===== src/rtl/snsr_i2c_pkg.sv =====
package snsr_i2c_pkg;
  localparam int BYTE_W = 8;
  localparam int WORD_W = 16;

  typedef enum logic [1:0] {
    SEL_TEMP = 2'b00,
    SEL_CFG  = 2'b01,
    SEL_HYST = 2'b10,
    SEL_OVER = 2'b11
  } sel_t;

  typedef enum logic [3:0] {
    PH_IDLE, PH_ADDR, PH_AACK, PH_PTR, PH_WDAT, PH_RACK, PH_TX, PH_TACK, PH_DONE
  } ph_t;

  function automatic logic sel_wide(input sel_t s);
    return s != SEL_CFG;
  endfunction
endpackage


===== src/rtl/snsr_i2c_lines.sv =====
module snsr_i2c_lines #(
  parameter int STAGES = 2
) (
  input  logic clk,
  input  logic rst,
  input  logic scl_i,
  input  logic sda_i,
  output logic scl_q,
  output logic sda_q,
  output logic scl_rise,
  output logic scl_fall,
  output logic start_hit,
  output logic stop_hit
);
  logic [STAGES-1:0] scl_pipe, sda_pipe;
  logic              scl_d, sda_d;

  always_ff @(posedge clk) begin
    if (rst) begin
      scl_pipe <= '1;
      sda_pipe <= '1;
      scl_d    <= 1'b1;
      sda_d    <= 1'b1;
    end else begin
      scl_pipe <= {scl_pipe[STAGES-2:0], scl_i};
      sda_pipe <= {sda_pipe[STAGES-2:0], sda_i};
      scl_d    <= scl_pipe[STAGES-1];
      sda_d    <= sda_pipe[STAGES-1];
    end
  end

  assign scl_q     = scl_pipe[STAGES-1];
  assign sda_q     = sda_pipe[STAGES-1];
  assign scl_rise  = scl_q & ~scl_d;
  assign scl_fall  = ~scl_q & scl_d;
  assign start_hit = scl_q & scl_d & sda_d & ~sda_q;
  assign stop_hit  = scl_q & scl_d & ~sda_d & sda_q;
endmodule


===== src/rtl/snsr_i2c_regs.sv =====
module snsr_i2c_regs
  import snsr_i2c_pkg::*;
#(
  parameter logic [BYTE_W-1:0] CFG_RST  = 8'h00,
  parameter logic [WORD_W-1:0] OVER_RST = 16'h5000,
  parameter logic [WORD_W-1:0] HYST_RST = 16'h4B00
) (
  input  logic              clk,
  input  logic              rst,
  input  logic              wr_en,
  input  sel_t              wr_sel,
  input  logic [WORD_W-1:0] wr_data,
  input  logic [WORD_W-1:0] temp_in,
  input  sel_t              rd_sel,
  output logic [WORD_W-1:0] rd_word,
  output logic [BYTE_W-1:0] cfg_q,
  output logic [WORD_W-1:0] over_q,
  output logic [WORD_W-1:0] hyst_q
);
  always_ff @(posedge clk) begin
    if (rst) begin
      cfg_q  <= CFG_RST;
      over_q <= OVER_RST;
      hyst_q <= HYST_RST;
    end else if (wr_en) begin
      case (wr_sel)
        SEL_CFG:  cfg_q  <= wr_data[BYTE_W-1:0];
        SEL_HYST: hyst_q <= wr_data;
        SEL_OVER: over_q <= wr_data;
        default:  ;
      endcase
    end
  end

  always_comb begin
    case (rd_sel)
      SEL_CFG:  rd_word = {{(WORD_W-BYTE_W){1'b0}}, cfg_q};
      SEL_HYST: rd_word = hyst_q;
      SEL_OVER: rd_word = over_q;
      default:  rd_word = temp_in;
    endcase
  end

  assert_temp_wr_ignored_R6: assert property (@(posedge clk) disable iff (rst)
    (wr_en && wr_sel == SEL_TEMP) |=> ($stable(cfg_q) && $stable(over_q) && $stable(hyst_q)));

  assert_over_needs_write_R4: assert property (@(posedge clk) disable iff (rst)
    !$stable(over_q) |-> $past(wr_en && wr_sel == SEL_OVER));

  assert_hyst_needs_write_R4: assert property (@(posedge clk) disable iff (rst)
    !$stable(hyst_q) |-> $past(wr_en && wr_sel == SEL_HYST));
endmodule


===== src/rtl/snsr_i2c_fsm.sv =====
module snsr_i2c_fsm
  import snsr_i2c_pkg::*;
#(
  parameter logic [3:0] ADDR_HI = 4'b1001,
  parameter int         STRAP_W = 3
) (
  input  logic               clk,
  input  logic               rst,
  input  logic               scl_q,
  input  logic               sda_q,
  input  logic               scl_rise,
  input  logic               scl_fall,
  input  logic               start_hit,
  input  logic               stop_hit,
  input  logic [STRAP_W-1:0] addr_sel,
  input  logic [WORD_W-1:0]  rd_word,
  output sel_t               ptr,
  output logic               wr_en,
  output sel_t               wr_sel,
  output logic [WORD_W-1:0]  wr_data,
  output logic               sda_oe
);
  ph_t               ph;
  logic [2:0]        bitcnt;
  logic              byte_done;
  logic [BYTE_W-1:0] shreg;
  logic [BYTE_W-1:0] hold;
  logic [WORD_W-1:0] tx_word;
  logic [1:0]        idx;
  logic              rw;

  always_ff @(posedge clk) begin
    if (rst) begin
      ph        <= PH_IDLE;
      bitcnt    <= '0;
      byte_done <= 1'b0;
      shreg     <= '0;
      hold      <= '0;
      tx_word   <= '0;
      idx       <= '0;
      rw        <= 1'b0;
      ptr       <= SEL_TEMP;
      wr_en     <= 1'b0;
      wr_sel    <= SEL_TEMP;
      wr_data   <= '0;
      sda_oe    <= 1'b0;
    end else begin
      wr_en <= 1'b0;
      if (start_hit) begin
        ph        <= PH_ADDR;
        bitcnt    <= '0;
        byte_done <= 1'b0;
        sda_oe    <= 1'b0;
      end else if (stop_hit) begin
        ph     <= PH_IDLE;
        sda_oe <= 1'b0;
      end else begin
        case (ph)
          PH_ADDR, PH_PTR, PH_WDAT: begin
            if (scl_rise) begin
              shreg  <= {shreg[BYTE_W-2:0], sda_q};
              bitcnt <= bitcnt + 3'd1;
              if (bitcnt == 3'd7) byte_done <= 1'b1;
            end else if (scl_fall && byte_done) begin
              byte_done <= 1'b0;
              bitcnt    <= '0;
              if (ph == PH_ADDR) begin
                if (shreg[BYTE_W-1:1] == {ADDR_HI, addr_sel}) begin
                  rw     <= shreg[0];
                  sda_oe <= 1'b1;
                  ph     <= PH_AACK;
                end else begin
                  ph <= PH_IDLE;
                end
              end else if (ph == PH_PTR) begin
                ptr    <= sel_t'(shreg[1:0]);
                idx    <= '0;
                sda_oe <= 1'b1;
                ph     <= PH_RACK;
              end else begin
                sda_oe <= 1'b1;
                ph     <= PH_RACK;
                if (sel_wide(ptr)) begin
                  if (idx == 2'd0) hold <= shreg;
                  else if (idx == 2'd1) begin
                    wr_en   <= 1'b1;
                    wr_sel  <= ptr;
                    wr_data <= {hold, shreg};
                  end
                end else if (idx == 2'd0) begin
                  wr_en   <= 1'b1;
                  wr_sel  <= ptr;
                  wr_data <= {{(WORD_W-BYTE_W){1'b0}}, shreg};
                end
                if (idx != 2'd2) idx <= idx + 2'd1;
              end
            end
          end
          PH_AACK: if (scl_fall) begin
            if (rw) begin
              tx_word <= sel_wide(ptr) ? rd_word : {rd_word[BYTE_W-1:0], {BYTE_W{1'b0}}};
              sda_oe  <= sel_wide(ptr) ? ~rd_word[WORD_W-1] : ~rd_word[BYTE_W-1];
              idx     <= '0;
              bitcnt  <= '0;
              ph      <= PH_TX;
            end else begin
              sda_oe <= 1'b0;
              ph     <= PH_PTR;
            end
          end
          PH_RACK: if (scl_fall) begin
            sda_oe <= 1'b0;
            ph     <= PH_WDAT;
          end
          PH_TX: begin
            if (scl_rise) begin
              bitcnt <= bitcnt + 3'd1;
              if (bitcnt == 3'd7) byte_done <= 1'b1;
            end else if (scl_fall) begin
              tx_word <= {tx_word[WORD_W-2:0], 1'b0};
              if (byte_done) begin
                byte_done <= 1'b0;
                bitcnt    <= '0;
                sda_oe    <= 1'b0;
                ph        <= PH_TACK;
              end else begin
                sda_oe <= ~tx_word[WORD_W-2];
              end
            end
          end
          PH_TACK: if (scl_fall) begin
            if (sel_wide(ptr) && idx == 2'd0) begin
              idx    <= 2'd1;
              sda_oe <= ~tx_word[WORD_W-1];
              ph     <= PH_TX;
            end else begin
              ph <= PH_DONE;
            end
          end
          default: ;
        endcase
      end
    end
  end

  assert_ack_drives_low_R2: assert property (@(posedge clk) disable iff (rst)
    (ph == PH_AACK || ph == PH_RACK) |-> sda_oe);

  assert_sda_moves_scl_low_R10: assert property (@(posedge clk) disable iff (rst)
    !$stable(sda_oe) |-> !$past(scl_q));

  assert_ptr_from_ptr_byte_R3: assert property (@(posedge clk) disable iff (rst)
    !$stable(ptr) |-> $past(ph == PH_PTR && scl_fall));

  assert_released_in_ack_slot_R9: assert property (@(posedge clk) disable iff (rst)
    (ph == PH_TACK || ph == PH_DONE || ph == PH_IDLE) |-> !sda_oe);
endmodule


===== src/rtl/snsr_i2c_slave.sv =====
module snsr_i2c_slave
  import snsr_i2c_pkg::*;
#(
  parameter int                SYNC_STAGES = 2,
  parameter logic [3:0]        ADDR_HI     = 4'b1001,
  parameter logic [BYTE_W-1:0] CFG_RST     = 8'h00,
  parameter logic [WORD_W-1:0] OVER_RST    = 16'h5000,
  parameter logic [WORD_W-1:0] HYST_RST    = 16'h4B00
) (
  input  logic              clk,
  input  logic              rst,
  input  logic              scl_i,
  input  logic              sda_i,
  input  logic [2:0]        addr_sel,
  input  logic [WORD_W-1:0] temp_in,
  output logic              sda_oe,
  output logic [BYTE_W-1:0] cfg_out,
  output logic [WORD_W-1:0] over_out,
  output logic [WORD_W-1:0] hyst_out
);
  logic scl_q, sda_q, scl_rise, scl_fall, start_hit, stop_hit;
  logic wr_en;
  sel_t ptr, wr_sel;
  logic [WORD_W-1:0] wr_data, rd_word;

  snsr_i2c_lines #(.STAGES(SYNC_STAGES)) u_lines (
    .clk(clk), .rst(rst), .scl_i(scl_i), .sda_i(sda_i),
    .scl_q(scl_q), .sda_q(sda_q), .scl_rise(scl_rise), .scl_fall(scl_fall),
    .start_hit(start_hit), .stop_hit(stop_hit)
  );

  snsr_i2c_fsm #(.ADDR_HI(ADDR_HI), .STRAP_W(3)) u_fsm (
    .clk(clk), .rst(rst), .scl_q(scl_q), .sda_q(sda_q),
    .scl_rise(scl_rise), .scl_fall(scl_fall),
    .start_hit(start_hit), .stop_hit(stop_hit),
    .addr_sel(addr_sel), .rd_word(rd_word), .ptr(ptr),
    .wr_en(wr_en), .wr_sel(wr_sel), .wr_data(wr_data), .sda_oe(sda_oe)
  );

  snsr_i2c_regs #(.CFG_RST(CFG_RST), .OVER_RST(OVER_RST), .HYST_RST(HYST_RST)) u_regs (
    .clk(clk), .rst(rst), .wr_en(wr_en), .wr_sel(wr_sel), .wr_data(wr_data),
    .temp_in(temp_in), .rd_sel(ptr), .rd_word(rd_word),
    .cfg_q(cfg_out), .over_q(over_out), .hyst_q(hyst_out)
  );
endmodule


===== config.mk =====
export PLATFORM = sky130hd
export DESIGN_NAME = snsr_i2c_slave
export DESIGN_NICKNAME = d
export VERILOG_FILES = /design/src/rtl/snsr_i2c_pkg.sv /design/src/rtl/snsr_i2c_lines.sv /design/src/rtl/snsr_i2c_regs.sv /design/src/rtl/snsr_i2c_fsm.sv /design/src/rtl/snsr_i2c_slave.sv
export SDC_FILE = /design/constraint.sdc
export NUM_CORES = 1
export LEC_CHECK = 0
export ABC_AREA = 1
export BUFFER_PORTS_ARGS = -buffer_cell sky130_fd_sc_hd__buf_4
export CORE_ASPECT_RATIO = 0.9
export CORE_UTILIZATION = 50
export DETAILED_ROUTE_END_ITERATION = 12
export PLACE_DENSITY_LB_ADDON = 0.1
export SYNTH_ARGS = -nofsm -noshare
export SYNTH_HDL_FRONTEND = slang
export SYNTH_SLANG_ARGS = --single-unit

===== constraint.sdc =====
create_clock -name clk -period 4 [get_ports clk]
set_clock_uncertainty 0.05 [all_clocks]
set_input_delay 0.2 -clock clk [delete_from_list [all_inputs] [get_ports clk]]
set_output_delay 0.2 -clock clk [all_outputs]
set_load 0.01 [all_outputs]

==> results of run 1 <==
worst max-delay path, cell delays in order, from the launching register on:
cell	delay [ns]
dfxtp_1	0.54
nand2_4	0.15
inv_4	0.22
nand2_1	0.12
nand2_2	0.10
nand4_4	0.40
o21ai_0	0.40
a21oi_1	0.08
state kept, by name, summed over array words and instances, names as in the netlist, 3 cells and up:
register       count
u_fsm.bitcnt       3
u_fsm.wr_data     16
u_fsm.ph           4
u_regs.cfg_q       8
u_fsm.hold         8
u_regs.hyst_q     16
u_fsm.shreg        8
u_fsm.tx_word     16
u_regs.over_q     16
worst paths after layout:
kind,end,slack (ns),cells past startpoint
max reg2reg,u_fsm.wr_data[15],1.81,7
min,u_fsm.tx_word[15],0.16,2
min reg2reg,u_lines.sda_pipe[1],0.35,1
max,u_fsm.wr_data[15],1.81,7
routing by layer:
metal  wire, µm  global-route usage
met5          0                   0
met4        125             0.05846
met3        679             0.05026
met2       6131              0.4093
met1       6415              0.3691
layout by cell type (no fill, tap or decap), types with 4 or more instances in the layout:
cell type | synthesis | routed
o211ai_1 | 8 | 8
inv_2 | 8 | 8
nand2_1 | 119 | 119
clkbuf_16 | 0 | 9
nand3_1 | 18 | 18
inv_1 | 67 | 66
o21ai_1 | 11 | 11
a21oi_1 | 78 | 78
a211oi_2 | 4 | 4
dfxtp_1 | 111 | 111
buf_4 | 3 | 66
nor2_2 | 4 | 4
or2_2 | 4 | 4
nand2_2 | 9 | 9
ha_1 | 6 | 6
o21ai_0 | 102 | 102
nor2_1 | 103 | 103
a211oi_1 | 8 | 8
through the flow:
step	power, mW	hold slack (ns)	worst slack [ns]	utilization
after floorplan	1.245	0.2538	2.477	-
after global placement	1.285	0.3412	1.619	0.5747
after detailed placement	1.288	0.3432	1.584	0.5747
after CTS	2.130	0.1524	1.808	0.6054
after global routing	2.198	0.1553	1.617	0.6054
final	2.119	0.1599	1.807	0.6054
layout make-up:
cell class | instances | area share
clock buffer | 11 | 0.04212
clock inverter | 4 | 0.005213
inverter | 79 | 0.05046
multi-input combinational | 499 | 0.4197
sequential | 111 | 0.3703
tap | 126 | 0.02627
timing repair buffer | 68 | 0.08590
power by group:
part           switching [mW]  internal [mW]  total, mW
registers             0.00821           1.12       1.12
clock network           0.399          0.456      0.855
logic                  0.0864         0.0541      0.140
logic make-up after synthesis:
kind of cell | Yosys count | share of synthesized area
buffers and inverters | 110 | 0.08984
AND/OR/NAND/NOR | 272 | 0.2342
adder cells (fa/ha/maj) | 6 | 0.01441
AO/OA/AOI/OAI | 221 | 0.2349
flip-flops | 111 | 0.4266
what timing repair did:
item | CTS | global route
gates resized for setup | 0 | 0
hold endpoints to repair | 2 | 0
hold buffers | 2 | 0
==> metrics.yaml, run 1 <==
clock_tree:
  post_cts_buffers: 0
  insertion_delay_ns: 0.34
  numClockSinks: 111
  path_clk_slew_ns: 0.07
  cts_tree: "done"
  cts_buffers: 9
  clk_path_buf_depth: 2
  cts_root_buffer: "clkbuf_16"
  cts.htree.levels: 3
synthesis:
  ys_ff_latch: 111
  synth.distinct_cells: 40
  yosysMostFrequentCell: "nand2_1"
  synth_top_flop_cell: "dfxtp_1"
  synth-edff-count: 0
  syn-num-nets: 749
  synthArstFlopShare: 0
  synth_commonest_cells: "nand2_1 (119), dfxtp_1 (111), nor2_1 (103)"
  syn_inst: 720
  yosysWarnings: 0
  netlist_area_um2: 5209
  synth.top_cell.area_share: 0.4266
  synth_area_leader_cell: "dfxtp_1"
  yosysSeqAreaShare: 0.4266
  yosys-top-cells-area: "dfxtp_1 (43%), o21ai_0 (9.8%), nand2_1 (8.6%), a21oi_1 (7.5%), nor2_1 (7.4%)"
  syn_area_per_cell_um2: 7.234
routing:
  route.detailed.drc: 0
  wirelength_mm: 13.35
  ant_nets: 0
  drtIter0Drc: 330
  first_pass_iters: 4
  viasPerCell: 5.415
  num_vias: 4863
  wl_per_cell_um: 14.87
placement:
  io_buffers: 63
  place_area_um2: 5697
  place_congestion: 0.8578
  hpwl_mm: 9.663
  dp_cells: 881
critical_path:
  crit_start: "u_fsm.ptr[0]"
  cp_data_required_time_ns: 4.17
  cp.arrival_ns: 2.36
  crit_type: "reg2reg"
  crit_fanout: 36
  timing.rr.start: "u_fsm.ptr[0]"
  end_kind: "flip-flop"
  worst_setup_path_start_kind: "flip-flop"
floorplan:
  die_h_um: 98.83
  dieArea_um2: 10830
  rows: 34
  pin_count: 64
  die_x_um: 109.6
  start_util: 0.5255
  core_um2: 9912
power:
  leakagePower_nw: 2.586
  power_density_nw_per_um2: 353.1
  irDropWorstVdd_mv: 0.2394
finish:
  layout.cells.non_filler: 898
  area_delta_synth_final_pct: 15.21
  seq_area_um2: 2222
  fin_nets: 797
  layout-drive-gt1-share: 0.1645
  num-fill-cells: 932
  design_area_um2: 6001
  num_antenna_cells: 0
  multiInputGateArea_um2: 2519
worst_hold_path:
  min-delay-start: "rst"
  min_path_type: "in2reg"
grt:
  antenna_found_initial: 0
  grt_pass1_vias: 4357
  grtUsageTotal: 0.2605
  grt_overflow: 0
  grt_start_max_net_pins: 53
  grt_pass1_wl_mm: 21.76
timing:
  slew-limit-headroom: 0.2082
  setup_tns_ns: 0
  drv_slew: 0
  layout_min_cycle_time_ns: 2.193
  max_freq_mhz: 456.0
  tightest_slew_ns: 1.180
  setup_viol: 0
  timing.final.crit_share: 0.5482
  rsz0062_at_grt: "no"
  hold_violations: 0
run:
  cap_violations: 0
run_status:
  status: "finished, final reports clean"
(Power assumes the default switching activity.)
==> inputs of run 2 (changes only) <==
clock period = 2.3 ns   (was 4 ns; I/O delays follow)
==> run 2 against run 1 <==
Non-clock buffer count rose by 6. Sequential share of layout area decreased by 0.46 points. Sequential power grew 74%. Die area unchanged. Critical path type unchanged. Combinational power up 81%. Register-to-register slack lost 1.5 ns. Cell count rose by 0.78%. Clock-buffer cell count is 1 lower. Critical path depth unchanged. First-iteration DRC count is 32% higher. Worst setup slack lost 1.5 ns. Largest cell class unchanged.
==> metrics.yaml, run 2 (synthesis results as in run 1) <==
run_status:
  status: "finished, final reports clean"
placement:
  place_congestion: 0.9314
  hpwl_mm: 10.06
  detailedPlace.worstSlack_ns: 0.3172
  io_buffers: 63
  place_area_um2: 5767
routing:
  wl_per_cell_um: 15.41
  wirelength_mm: 13.95
  viasPerCell: 5.425
  ant_nets: 0
  first_pass_iters: 5
  num_vias: 4910
  route.detailed.drc: 0
  drtIter0Drc: 434
timing:
  layout_min_cycle_time_ns: 2.006
  hold_violations: 0
  drv_slew: 0
  layout_setup_ws_ns: 0.2942
  max_freq_mhz: 498.6
  slew-limit-headroom: 0.6287
  tightest_slew_ns: 0.5429
  setup_tns_ns: 0
  rsz0062_at_grt: "no"
  setup_viol: 0
  timing.final.crit_share: 0.8721
critical_path:
  cp.arrival_ns: 2.19
  reg2regPathDepth: 7
  cp_data_required_time_ns: 2.48
  crit_cells: 7
  cp_slowest_cell: "dfxtp_1"
  crit_fanout: 36
  end_kind: "flip-flop"
  critPathTopFamily: "simple AND/OR/NAND/NOR gates"
  cp_slowest_stage_delay_ns: 0.53
  cp_num_buf_inv: 1
  r2r_slack_ns: 0.29
  cp_cell_sequence: "nand2_4, inv_4, nand2_1, nand2_2, nand4_4, o21ai_0, a21oi_1"
  crit_type: "reg2reg"
  worst_setup_path_start_kind: "flip-flop"
floorplan:
  start_util: 0.5255
  die_h_um: 98.83
  rows: 34
  pin_count: 64
  dieArea_um2: 10830
  die_x_um: 109.6
  core_um2: 9912
worst_hold_path:
  min_path_cells: 2
  min_path_type: "in2reg"
clock_tree:
  clk_path_buf_depth: 2
  cts_buffers: 9
  cts.htree.levels: 3
  numClockSinks: 111
  insertion_delay_ns: 0.35
  cts_tree: "done"
  path_clk_slew_ns: 0.08
  cts_root_buffer: "clkbuf_16"
finish:
  layout_common_cells: "nand2_1 (119), dfxtp_1 (111), nor2_1 (103)"
  fin_nets: 803
  layout-drive-gt1-share: 0.1720
  area_delta_synth_final_pct: 16.65
  design_area_um2: 6076
  num-fill-cells: 921
  num_antenna_cells: 0
  final_common_cell: "nand2_1"
grt:
  grt_pass1_wl_mm: 22.37
  grt_pass1_vias: 4579
  grtUsageTotal: 0.2706
  grt_start_max_net_pins: 41
  grt_overflow: 0
  antenna_found_initial: 0
power:
  power_density_nw_per_um2: 616.1
  leakagePower_nw: 2.631
  irDropWorstVdd_mv: 0.4071
run:
  cap_violations: 0
[run 2: cell count changes in the layout (fill, tap and decap cells not counted)]
cell | previous run | this run
buf_4 | 66 | 70
buf_12 | 0 | 2
clkbuf_8 | 2 | 1
clkinv_4 | 3 | 1
clkinv_2 | 2 | 3
inv_8 | 0 | 2
inv_6 | 0 | 1
[run 2: report_power, final]
group | internal (mW) | total [mW] | switching (mW)
clock | 0.783 | 1.53 | 0.751
combinational | 0.0995 | 0.254 | 0.155
sequential | 1.94 | 1.95 | 0.0149
total | 2.82 | 3.74 | 0.921
[run 2: final cells by class]
class / instances / area (µm²) / area share
clock buffer: 10 / 239.0 / 0.03933
clock inverter: 6 / 50.05 / 0.008237
inverter: 79 / 302.8 / 0.04984
multi-input combinational: 499 / 2519 / 0.4145
sequential: 111 / 2222 / 0.3657
tap: 126 / 157.7 / 0.02595
timing repair buffer: 74 / 585.6 / 0.09638
[run 2: through the flow]
stage               power (mW)  utilization  cells  hold slack [ns]
finish                   3.743       0.6130    905          0.06767
global route             3.868       0.6130    905          0.08470
CTS                      3.763       0.6130    905          0.07207
detailed placement       2.248       0.5818    887           0.2570
global placement         2.243       0.5818    887           0.2515
floorplan                2.165            -    720           0.1688
[run 2: layer usage]
layer / up-vias / track usage / wire length [µm]
met5: - / 0 / 0
met4: 0 / 0.09436 / 330
met3: 24 / 0.06283 / 889
met2: 173 / 0.4262 / 6380
met1: 2251 / 0.3626 / 6345
li1: 2462 / - / -
[run 2: worst reg2reg max path, delay by kind of cell, from the launching register on]
family,cells,cell delay (ns)
and+or+nand+nor,4,0.73
DFF,1,0.53
AOI/OAI and AO/OA,2,0.38
buffers and inverters,1,0.21
[run 2: final timing paths]
path / start / end
max reg2reg: u_fsm.ptr[0] / u_fsm.wr_data[14]
min: rst / u_fsm.tx_word[15]
max: u_fsm.ptr[0] / u_fsm.wr_data[14]
min reg2reg: u_lines.sda_pipe[0] / u_lines.sda_pipe[1]
[run 2: repair_timing]
action | CTS | global route
resized for setup | 0 | 0
setup buffers | 0 | 0
endpoints found under the setup margin | 0 | 0
endpoints found under the hold margin | 2 | 0
hold buffers | 2 | 0
==> inputs of run 3 (changes only) <==
--- a/config.mk
+++ b/config.mk
@@ -8,6 +8,9 @@
 export ABC_AREA = 1
 export BUFFER_PORTS_ARGS = -buffer_cell sky130_fd_sc_hd__buf_4
+export CELL_PAD_IN_SITES_DETAIL_PLACEMENT = 0
+export CELL_PAD_IN_SITES_GLOBAL_PLACEMENT = 1
 export CORE_ASPECT_RATIO = 0.9
-export CORE_UTILIZATION = 50
+export CORE_MARGIN = 10
+export CORE_UTILIZATION = 42
 export DETAILED_ROUTE_END_ITERATION = 12
 export PLACE_DENSITY_LB_ADDON = 0.1
--- a/constraint.sdc
+++ b/constraint.sdc
@@ -3,3 +3,3 @@
 set_input_delay 0.115 -clock clk [delete_from_list [all_inputs] [get_ports clk]]
 set_output_delay 0.115 -clock clk [all_outputs]
-set_load 0.01 [all_outputs]
+set_load 0.02 [all_outputs]
==> run 3 against run 2 <==
Clock-buffer cell count fell by 1. Sequential cell count did not move. Sequential share of layout area fell by 0.46 points. Hold slack improved by 0.0071 ns. Via count fell by 0.47%. Maximum frequency fell by 0.44%. Clock power rose by 8%. Wire length rose by 8.2%. Non-clock buffer count rose by 3. Critical path type unchanged.
==> metrics.yaml, run 3 (synthesis results as in run 1) <==
run_status:
  status: "finished, final reports clean"
timing:
  layout_min_cycle_time_ns: 2.015
  slew-limit-headroom: 0.5133
  max_freq_mhz: 496.3
  layout_setup_ws_ns: 0.2853
  tightest_slew_ns: 0.7274
  drv_slew: 0
  timing.final.crit_share: 0.8760
  rsz0062_at_grt: "no"
  setup_viol: 0
  hold_violations: 0
  whs_ns: 0.07473
  setup_tns_ns: 0
worst_hold_path:
  min-delay-start: "rst"
  min_path_cells: 2
  holdPathEnd: "u_fsm.tx_word[15]"
  min_path_type: "in2reg"
finish:
  num_antenna_cells: 0
  num-fill-cells: 1210
  layout_common_cells: "nand2_1 (119), dfxtp_1 (111), nor2_1 (103)"
  layout.cells.non_filler: 942
  seq_area_um2: 2222
  fin_nets: 806
  layout-drive-gt1-share: 0.1765
  multiInputGateArea_um2: 2519
  final_common_cell: "nand2_1"
  area_delta_synth_final_pct: 18.14
routing:
  num_vias: 4887
  drtIter0Drc: 312
  wirelength_mm: 15.09
  ant_nets: 0
  first_pass_iters: 5
  route.detailed.drc: 0
  wl_per_cell_um: 16.02
  viasPerCell: 5.188
placement:
  hpwl_mm: 11.31
  dp_cells: 924
  place_congestion: 0.8639
  detailedPlace.worstSlack_ns: 0.2996
  io_buffers: 63
grt:
  grt_overflow: 0
  grtUsageTotal: 0.1713
  grt_pass1_vias: 4467
  grt_pass1_wl_mm: 23.68
  antenna_found_initial: 0
  grt_start_max_net_pins: 40
floorplan:
  dieArea_um2: 17260
  die_x_um: 137.4
  start_util: 0.4313
  core_um2: 12080
  pin_count: 64
  rows: 38
  die_h_um: 125.7
critical_path:
  cp.arrival_ns: 2.20
  cp_slowest_stage_delay_ns: 0.37
  crit_fanout: 35
  crit_type: "reg2reg"
  critPathTopFamily: "simple AND/OR/NAND/NOR gates"
  cp_slowest_cell: "dfxtp_1"
  timing.rr.start: "u_fsm.ptr[1]"
  cp_data_required_time_ns: 2.48
  reg2reg_to: "u_fsm.wr_data[11]"
  r2r_slack_ns: 0.29
  end_kind: "flip-flop"
  cp_num_buf_inv: 2
  reg2regPathDepth: 8
  cp_cell_sequence: "inv_2, nand2_4, inv_4, nand2_1, nand2_2, nand4_4, o21ai_0, a21oi_1"
  worst_setup_path_start_kind: "flip-flop"
clock_tree:
  path_clk_slew_ns: 0.08
  post_cts_buffers: 0
  numClockSinks: 111
  insertion_delay_ns: 0.35
  cts_hold_buf: 2
  clk_path_buf_depth: 2
  cts-resized-gates: 0
  cts.htree.levels: 3
  cts_buffers: 9
  cts_tree: "done"
  cts_root_buffer: "clkbuf_16"
power:
  p_total_mw: 3.855
  power_density_nw_per_um2: 626.5
  leakagePower_nw: 2.649
  irDropWorstVdd_mv: 0.4984
run:
  cap_violations: 0
## run 3: how the worst max path moves through the flow
| stage | from | to | cells past startpoint |
|---|---|---|---|
| finish | u_fsm.ptr[1] | u_fsm.wr_data[11] | 8 |
| global route | u_fsm.ptr[0] | u_fsm.wr_data[11] | 7 |
| CTS | u_fsm.ptr[1] | u_fsm.wr_data[11] | 8 |
| detailed placement | u_fsm.ptr[1] | u_fsm.wr_data[11] | 8 |
| global placement | u_fsm.ptr[1] | u_fsm.wr_data[10] | 8 |
| floorplan | u_fsm.idx[0] | u_fsm.wr_data[13] | 8 |
## run 3: stage by stage
step                  util  cell area [µm²]
floorplan                -             5209
global placement    0.4819             5819
detailed placement  0.4819             5819
CTS                 0.5095             6153
global route        0.5095             6153
finish              0.5095             6153
## run 3: layer usage
layer	track usage	routed length [µm]	vias up	share of wire
met5	0	0	-	0
met4	0.04833	211	0	0.014
met3	0.03140	774	16	0.051
met2	0.2630	6848	129	0.45
met1	0.2390	7258	2274	0.48
li1	-	-	2468	-
## run 3: layout make-up
| class | count | area share |
|---|---|---|
| clock buffer | 9 | 0.03660 |
| clock inverter | 7 | 0.01444 |
| inverter | 79 | 0.04921 |
| multi-input combinational | 499 | 0.4093 |
| sequential | 111 | 0.3611 |
| tap | 160 | 0.03253 |
| timing repair buffer | 77 | 0.09679 |
## run 3: power breakdown
part | internal, mW | switching [mW] | leakage (nW)
Combinational | 0.0972 | 0.154 | 1.60
Clock | 0.873 | 0.777 | 0.152
Sequential | 1.94 | 0.0142 | 0.896
Total | 2.91 | 0.946 | 2.65
